===== src/rtl/xmem_pkg.sv =====
package xmem_pkg;

   localparam int MODE_W  = 16;
   localparam int OVW_BIT = 10;
   localparam int DEC_BIT = 15;

   typedef enum logic [2:0] {
      XK_NONE,
      XK_ROM_RD,
      XK_DRAM_RD,
      XK_DRAM_WR,
      XK_CELL_WR
   } xfer_kind_e;

   function automatic xfer_kind_e read_kind(input logic [MODE_W-1:0] m);
      if ((m & 16'hFFF0) == 16'h0800)      return XK_ROM_RD;
      else if ((m & 16'h47FF) == 16'h0018) return XK_DRAM_RD;
      else                                 return XK_NONE;
   endfunction

   function automatic xfer_kind_e write_kind(input logic [MODE_W-1:0] m);
      if ((m & 16'h43FF) == 16'h0018)      return XK_DRAM_WR;
      else if ((m & 16'hFBFF) == 16'h4018) return XK_CELL_WR;
      else                                 return XK_NONE;
   endfunction

   function automatic logic [7:0] step_mag(input logic [2:0] code);
      if (code == 3'd0)      return 8'd0;
      else if (code == 3'd7) return 8'd128;
      else                   return 8'd1 << (code - 3'd1);
   endfunction

endpackage


===== src/rtl/xmem_slot_array.sv =====
module xmem_slot_array #(
   parameter int N     = 5,
   parameter int W     = 32,
   parameter int IDX_W = 3
) (
   input  logic                clk,
   input  logic                rst_n,
   input  logic                we,
   input  logic [IDX_W-1:0]    idx,
   input  logic [W-1:0]        wd,
   output logic [N-1:0][W-1:0] q
);
   for (genvar i = 0; i < N; i++) begin : g_slot
      logic [W-1:0] r;
      always_ff @(posedge clk) begin
         if (!rst_n)                          r <= '0;
         else if (we && idx == IDX_W'(i))     r <= wd;
      end
      assign q[i] = r;
   end
endmodule


===== src/rtl/xmem_ctl_seq.sv =====
module xmem_ctl_seq #(
   parameter int ADDR_W = 16,
   parameter int MODE_W = 16
) (
   input  logic              clk,
   input  logic              rst_n,
   input  logic              ctl_rd,
   input  logic              ctl_wr,
   input  logic [ADDR_W-1:0] wd_addr,
   input  logic [MODE_W-1:0] wd_mode,
   input  logic              consume,
   input  logic              reload,
   input  logic [ADDR_W-1:0] reload_addr,
   input  logic [MODE_W-1:0] reload_mode,
   output logic              have_addr,
   output logic              armed,
   output logic [ADDR_W-1:0] cur_addr,
   output logic [MODE_W-1:0] cur_mode
);
   always_ff @(posedge clk) begin
      if (!rst_n) begin
         have_addr <= 1'b0;
         armed     <= 1'b0;
         cur_addr  <= '0;
         cur_mode  <= '0;
      end else begin
         if (ctl_wr) begin
            if (have_addr) begin
               cur_mode  <= wd_mode;
               armed     <= 1'b1;
               have_addr <= 1'b0;
            end else begin
               cur_addr  <= wd_addr;
               have_addr <= 1'b1;
            end
         end else if (ctl_rd) begin
            if (have_addr) begin
               armed     <= 1'b1;
               have_addr <= 1'b0;
            end else begin
               have_addr <= 1'b1;
            end
         end
         if (consume) armed <= 1'b0;
         if (reload) begin
            cur_addr <= reload_addr;
            cur_mode <= reload_mode;
         end
      end
   end
endmodule


===== src/rtl/xmem_addr_step.sv =====
module xmem_addr_step
   import xmem_pkg::*;
#(
   parameter int ADDR_W = 16
) (
   input  xfer_kind_e        kind,
   input  logic [ADDR_W-1:0] addr,
   input  logic [MODE_W-1:0] mode,
   output logic [ADDR_W-1:0] next_addr
);
   logic [ADDR_W-1:0] mag;
   assign mag = ADDR_W'(step_mag(mode[13:11]));

   always_comb begin
      unique case (kind)
         XK_ROM_RD:              next_addr = addr + ADDR_W'(1);
         XK_DRAM_RD, XK_DRAM_WR: next_addr = mode[DEC_BIT] ? addr - mag : addr + mag;
         XK_CELL_WR:             next_addr = addr[0] ? addr + ADDR_W'(31) : addr + ADDR_W'(1);
         default:                next_addr = addr;
      endcase
   end
endmodule


===== src/rtl/xmem_nib_merge.sv =====
module xmem_nib_merge #(
   parameter int DATA_W = 16
) (
   input  logic              en,
   input  logic [DATA_W-1:0] new_d,
   input  logic [DATA_W-1:0] old_d,
   output logic [DATA_W-1:0] out_d
);
   localparam int NIBS = DATA_W / 4;
   for (genvar i = 0; i < NIBS; i++) begin : g_nib
      assign out_d[4*i +: 4] = (!en || new_d[4*i +: 4] != 4'h0) ? new_d[4*i +: 4]
                                                                : old_d[4*i +: 4];
   end
endmodule


===== src/rtl/xmem_port_ctrl.sv =====
module xmem_port_ctrl
   import xmem_pkg::*;
#(
   parameter int NUM_REGS = 5,
   parameter int DATA_W   = 16,
   parameter int ADDR_W   = 16,
   parameter int PAGE_W   = 4,
   parameter int BANK_W   = 2,
   parameter int SEL_W    = 3
) (
   input  logic                     clk,
   input  logic                     rst_n,
   input  logic                     reg_rd,
   input  logic                     reg_wr,
   input  logic [SEL_W-1:0]         reg_sel,
   input  logic                     reg_blind,
   input  logic [DATA_W-1:0]        reg_wdata,
   input  logic [BANK_W-1:0]        bank_en,
   output logic [DATA_W-1:0]        reg_rdata,
   output logic                     mem_en,
   output logic                     mem_we,
   output logic                     mem_dram,
   output logic [PAGE_W+ADDR_W-1:0] mem_addr,
   output logic [DATA_W-1:0]        mem_wdata,
   input  logic [DATA_W-1:0]        mem_rdata
);
   localparam int CH_W      = ADDR_W + MODE_W;
   localparam int CTL_IDX   = NUM_REGS;
   localparam int FIXED_IDX = NUM_REGS - 1;

   if (DATA_W < MODE_W || DATA_W % 4 != 0) begin : g_bad_data_w
      $error("DATA_W must be a multiple of 4 and at least the mode width");
   end
   if (ADDR_W < 8 || ADDR_W > DATA_W) begin : g_bad_addr_w
      $error("ADDR_W must lie between 8 and DATA_W");
   end
   if (PAGE_W < 1 || PAGE_W > 4) begin : g_bad_page_w
      $error("PAGE_W must lie between 1 and 4");
   end
   if (NUM_REGS < 1 || (1 << SEL_W) <= NUM_REGS) begin : g_bad_sel_w
      $error("SEL_W too narrow to reach the control register");
   end

   logic              have_addr, armed;
   logic [ADDR_W-1:0] cur_addr;
   logic [MODE_W-1:0] cur_mode;

   logic rd_go, wr_go, is_acc, is_ctl, acc_any, chan_path;
   logic capture, consume, data_rd, data_wr, plain_rd, plain_wr;

   assign wr_go     = reg_wr;
   assign rd_go     = reg_rd & ~reg_wr;
   assign is_acc    = reg_sel < SEL_W'(NUM_REGS);
   assign is_ctl    = reg_sel == SEL_W'(CTL_IDX);
   assign acc_any   = (rd_go | wr_go) & is_acc;
   assign chan_path = (reg_sel == SEL_W'(FIXED_IDX)) | (|bank_en);
   assign consume   = acc_any & armed;
   assign capture   = consume & reg_blind;
   assign data_rd   = rd_go & is_acc & ~capture & chan_path;
   assign data_wr   = wr_go & is_acc & ~capture & chan_path;
   assign plain_rd  = rd_go & is_acc & ~capture & ~chan_path;
   assign plain_wr  = wr_go & is_acc & ~capture & ~chan_path;

   // channel storage
   logic [NUM_REGS-1:0][CH_W-1:0]   rd_q, wr_q;
   logic [NUM_REGS-1:0][DATA_W-1:0] plain_q;
   logic [CH_W-1:0]   rd_ch, wr_ch, ch_sel, ch_upd;
   logic [ADDR_W-1:0] ch_addr, next_addr;
   logic [MODE_W-1:0] ch_mode;
   xfer_kind_e        kind;

   assign rd_ch   = is_acc ? rd_q[reg_sel] : '0;
   assign wr_ch   = is_acc ? wr_q[reg_sel] : '0;
   assign ch_sel  = wr_go ? wr_ch : rd_ch;
   assign ch_addr = ch_sel[CH_W-1 -: ADDR_W];
   assign ch_mode = ch_sel[MODE_W-1:0];

   always_comb begin
      if (data_wr)      kind = write_kind(ch_mode);
      else if (data_rd) kind = read_kind(ch_mode);
      else              kind = XK_NONE;
   end

   xmem_addr_step #(.ADDR_W(ADDR_W)) u_step (
      .kind(kind), .addr(ch_addr), .mode(ch_mode), .next_addr(next_addr)
   );

   assign ch_upd = capture ? {cur_addr, cur_mode} : {next_addr, ch_mode};

   xmem_slot_array #(.N(NUM_REGS), .W(CH_W), .IDX_W(SEL_W)) u_rd_slots (
      .clk(clk), .rst_n(rst_n), .we((capture & rd_go) | data_rd),
      .idx(reg_sel), .wd(ch_upd), .q(rd_q)
   );

   xmem_slot_array #(.N(NUM_REGS), .W(CH_W), .IDX_W(SEL_W)) u_wr_slots (
      .clk(clk), .rst_n(rst_n), .we((capture & wr_go) | data_wr),
      .idx(reg_sel), .wd(ch_upd), .q(wr_q)
   );

   xmem_slot_array #(.N(NUM_REGS), .W(DATA_W), .IDX_W(SEL_W)) u_plain (
      .clk(clk), .rst_n(rst_n), .we(plain_wr),
      .idx(reg_sel), .wd(reg_wdata), .q(plain_q)
   );

   xmem_ctl_seq #(.ADDR_W(ADDR_W), .MODE_W(MODE_W)) u_ctl (
      .clk(clk), .rst_n(rst_n),
      .ctl_rd(rd_go & is_ctl), .ctl_wr(wr_go & is_ctl),
      .wd_addr(reg_wdata[ADDR_W-1:0]), .wd_mode(reg_wdata[MODE_W-1:0]),
      .consume(consume), .reload(data_rd | data_wr),
      .reload_addr(next_addr), .reload_mode(ch_mode),
      .have_addr(have_addr), .armed(armed),
      .cur_addr(cur_addr), .cur_mode(cur_mode)
   );

   // external memory side
   assign mem_en   = kind != XK_NONE;
   assign mem_we   = data_wr & (kind != XK_NONE);
   assign mem_dram = kind != XK_ROM_RD;
   assign mem_addr = (kind == XK_ROM_RD) ? {ch_mode[PAGE_W-1:0], ch_addr}
                                         : {{PAGE_W{1'b0}}, ch_addr};

   xmem_nib_merge #(.DATA_W(DATA_W)) u_merge (
      .en(ch_mode[OVW_BIT]), .new_d(reg_wdata), .old_d(mem_rdata), .out_d(mem_wdata)
   );

   // register read data
   always_comb begin
      reg_rdata = '0;
      if (rd_go) begin
         if (is_ctl)        reg_rdata = DATA_W'(cur_addr);
         else if (data_rd)  reg_rdata = (kind != XK_NONE) ? mem_rdata : '1;
         else if (plain_rd) reg_rdata = plain_q[reg_sel];
         else               reg_rdata = '1;
      end
   end
endmodule


===== config.mk =====
export PLATFORM = sky130hd
export DESIGN_NAME = xmem_port_ctrl
export DESIGN_NICKNAME = d
export VERILOG_FILES = /design/src/rtl/xmem_pkg.sv /design/src/rtl/xmem_slot_array.sv /design/src/rtl/xmem_ctl_seq.sv /design/src/rtl/xmem_addr_step.sv /design/src/rtl/xmem_nib_merge.sv /design/src/rtl/xmem_port_ctrl.sv
export SDC_FILE = /design/constraint.sdc
export NUM_CORES = 1
export LEC_CHECK = 0
export ABC_AREA = 0
export BUFFER_PORTS_ARGS = -buffer_cell sky130_fd_sc_hd__buf_2
export CORE_MARGIN = 1.5
export CORE_UTILIZATION = 60
export CTS_CLUSTER_DIAMETER = 30
export CTS_CLUSTER_SIZE = 14
export DETAILED_ROUTE_END_ITERATION = 12
export HOLD_SLACK_MARGIN = 0.15
export PLACE_DENSITY_LB_ADDON = 0.15
export RECOVER_POWER = 50
export SLEW_MARGIN = 5
export SYNTH_ARGS = -nofsm -noshare
export SYNTH_HDL_FRONTEND = slang
export SYNTH_SLANG_ARGS = --single-unit

===== constraint.sdc =====
create_clock -name clk -period 5.9 [get_ports clk]
set_input_delay 0.295 -clock clk [delete_from_list [all_inputs] [get_ports clk]]
set_output_delay 0.295 -clock clk [all_outputs]
set_load 0.005 [all_outputs]

==> impl_summary.log <==
INFO  metric gp_congestion = 1.02
INFO  metric clk_pin_slew_worst_paths = 50 ps
INFO  metric utilization = 71.5%
INFO  metric post_synth_num_cell_types = 92
INFO  metric synth_edf_count = 0
INFO  metric cts_max_level = 3
INFO  metric die_w = 191 microns
INFO  metric placed_cell_area = 21900 sq um
INFO  metric worstHoldStart = rst_n
INFO  metric clock.fmax = 181 MHz
INFO  metric floorplan.initialDensity = approximately three fifths
INFO  metric post_synth_main_area_contributors = dfxtp_1 39%, mux4_2 8.3%, a211oi_1 7.0%
INFO  metric flops_latches_synth = 418
INFO  metric cts_max_path_buffers = 3
INFO  metric timing_startpoint_of_the_critical_path = u_wr_slots.g_slot[4].r[13]
INFO  metric worst_slew_pin_slew = 4390 ps
INFO  metric swShare = 25.2%
INFO  metric critical_path_arrival = 6090 ps
INFO  metric p_comb_share = 8.1%
INFO  metric post_drt_via_cell_ratio = 6.64
INFO  metric ff2ff_path_depth = 18
INFO  metric post-route-worst-setup-slack = 365 ps
INFO  metric place_worst_setup_slack = 107 ps
INFO  metric sequentialPowerShare = 34.7%
INFO  metric hold_viol_final = 0
INFO  metric drc_errors = 0
INFO  metric synthFlopType = dfxtp_1
INFO  metric placed_cell_count = ~2.8k
INFO  metric tritoncts = yes
INFO  metric port_buffers = 96
INFO  metric area.growth.synth_to_final = 16.8%
INFO  metric worst_clock_skew = a little under 40 ps
INFO  metric failed_checks = capacitance limit, slew limit
INFO  metric cts_num_sinks = 418
INFO  metric worst-path-max-fanout = 11
INFO  metric ios = 97
INFO  metric timing.critical_path.from_type = flip-flop
INFO  metric cpMaxStageDelayCell = a211oi_2
INFO  metric critPathMaxStageDelay = slightly below 700 ps
INFO  metric gr-usage-all-layers = 37.7%
INFO  metric power = 8.38 mW
INFO  metric finish.cell_count_without_fillers = 2999
INFO  metric setup-violations-final = 0
INFO  metric fin_area = 24800 sq um
INFO  metric antenna_found_initial = 0
INFO  metric half_perimeter_wire_length_of_the_detailed_placement_result = 43800 microns
INFO  metric ctsRootBufferMaster = clkbuf_16
INFO  metric post_synth_inst_count = ~2.4k
INFO  metric cp_cell_sequence = nor4bb_1 > mux2i_1 > a211oi_4 > inv_1 > ha_1 > nor4_1 > ha_1 > a21oi_1 > ha_1 > and2_1 > o21ai_0 > a21oi_1 > or3_1 > a21oi_1 > xnor2_1 > nor4b_1 > a211oi_2 > o311a_1
INFO  metric detail_route.iter0.violations = 1884
INFO  metric wl_per_cell = 23.1 microns
INFO  metric power_switching = 2.11 mW
INFO  metric grt-ovfl-total = 0
INFO  metric route.antenna.remaining_nets = 0
INFO  metric routed_wirelength = 69200 microns
INFO  metric setup.worst_path.end_class = flip-flop
INFO  metric synth.most_common_cell = dfxtp_1
INFO  metric final.min_clock_period = 5530 ps
INFO  metric synth.top_cell.area_share = about two fifths
INFO  metric worstPathRequired = 6450 ps
INFO  metric run_status = finished, violations left
INFO  metric worst_hold_path.num_cells = 2
INFO  metric via_count = 19.9k
INFO  metric num_rows = 68
INFO  metric asyncSetResetFlopFracSynth = 0%
INFO  metric cell_internal_pwr = 6.27 mW
INFO  metric max_cap_viol_count = 3
INFO  metric drive_gt1_share = 16.8%
INFO  metric design.core.area = between 30000 and 40000 sq um
INFO  metric dr.pass1.iters = 6
INFO  metric post_synth.cell_area_avg = approximately 8.7 sq um
INFO  metric synth_top_cell_by_area = dfxtp_1
INFO  metric fp.dieH = around 190 microns
INFO  metric pwr-share-clk = 57.1%
INFO  metric area_of_the_mapped_netlist = about 21000 sq um
INFO  metric synth_warn = 0
INFO  metric post_synth_most_frequent_cells = 418 x dfxtp_1, 295 x nor2_1, 279 x nand2_1
INFO  metric final.period_utilization = a little over nine tenths
INFO  metric hold_path.class = input port to flip-flop
INFO  metric grt_pass1_wl = 107000 microns
INFO  metric p_leak = between 8 and 9 nW
INFO  metric numCtsBuffers = 81
INFO  metric timing.max_slew.rel_slack = -193%
INFO  metric number_of_global_route_vias_before_repair = 18.9k
INFO  metric power_per_cell_area = 338 nW/um^2
INFO  metric fp.dieArea = ~37000 sq um
INFO  metric fin_hold_ws = between 400 and 500 ps
INFO  metric power.ir.vdd_worst = about 0.32 mV
INFO  metric insertion_delay = 610 ps
INFO  metric maxSlewViolCount = 264
INFO  metric grt_max_degree = 131
INFO  metric nets = 2545
INFO  metric launch_point_of_the_worst_reg_to_reg_path = u_wr_slots.g_slot[4].r[13]
INFO  metric mappedNetlistNets = approximately 2.5k
INFO  metric fin_setup_tns = 0 ps
INFO  metric num_antenna_cells = 0
INFO  metric synth_seq_area_share = 39.4%
INFO  metric critPathKind = flip-flop to flip-flop
## final cells by class
type	instances	area, sq um
clock inverter	52	707
fill	2722	9880
clock buffer	96	2180
multi-input combinational	1762	11800
inverter	31	118
sequential	418	8370
tap	455	569
timing repair buffer	185	1130
## critical path: cells and delay by family, from the launching register on
kind,cells,cell delay [ps]
fa+ha+maj,3,910
xor+xnor,1,210
buf+inv,1,210
flops,1,330
mux,1,200
simple gates,5,1410
compound gates,7,2190
## registers in the layout (all words and copies together) (netlist names)
register	flops
u_rd_slots.g_slot.r	160
u_ctl.cur_mode	16
u_wr_slots.g_slot.r	160
u_ctl.have_addr	1
u_ctl.armed	1
u_ctl.cur_addr	16
u_plain.g_slot.r	64
## metal layers
metal  GRT usage, %  vias to the layer above  share of wire, %
li1               -                     9064                 -
met1           48.8                     9581                40
met2           59.4                     1035                46
met3           7.93                      245               9.3
met4           19.6                        0               5.3
met5              0                        -                 0
## kinds of logic after synthesis
group                    count (synthesis)  synth area share (%)
multiplexers                           167                  12.6
AND/OR/NAND/NOR                        876                  18.9
buffers and inverters                  257                  5.42
flip-flops                             418                  39.4
adder cells (fa/ha/maj)                 24                  1.45
XOR/XNOR                                12                 0.494
AO/OA/AOI/OAI                          683                  21.7
## repair_timing
item | 4_1_cts | 5_1_grt
hold buffers | 17 | 0
hold endpoints to repair | 74 | 0
buffers inserted | 0 | 0
setup endpoints to repair | 0 | 21
gates resized for setup | 0 | 2
## power groups by stage
stage / registers (mW) / clock network [mW] / logic (mW)
after detailed placement: 2.96 / 0 / 0.653
after global placement: 2.96 / 0 / 0.646
final: 2.91 / 4.79 / 0.680
after floorplan: 2.95 / 0 / 0.466
after CTS: 2.91 / 4.81 / 0.669
after global routing: 2.91 / 4.96 / 0.729
## placed cells by master (no fill, tap or decap), types with 10 or more instances in the layout
master         instances
a211oi_1             198
a21o_1                20
a21oi_1              165
and2_1                12
buf_2                 77
buf_4                 52
bufinv_16             11
clkbuf_1              35
clkbuf_16             82
clkinv_2              12
clkinv_4              10
dfxtp_1              418
dlygate4sd3_1         17
ha_1                  23
inv_1                 25
mux2_2                18
mux2i_1               69
mux4_2                78
nand2_1              279
nand2b_1              12
nand3_1              140
nor2_1               294
nor3_1                42
nor4_1                12
nor4bb_1              18
o21ai_0              107
o21ai_1               36
o221ai_1              19
o311a_1               12
o31ai_1               27
xnor2_1               11
## worst paths after layout
check / to / slack [ps]
worst min register to register: u_plain.g_slot[1].r[0] / 450
worst min-delay path: u_wr_slots.g_slot[0].r[31] / 430
worst max-delay path: u_rd_slots.g_slot[3].r[31] / 370
worst max register to register: u_rd_slots.g_slot[3].r[31] / 370
Power figures use the tool's default switching activity.
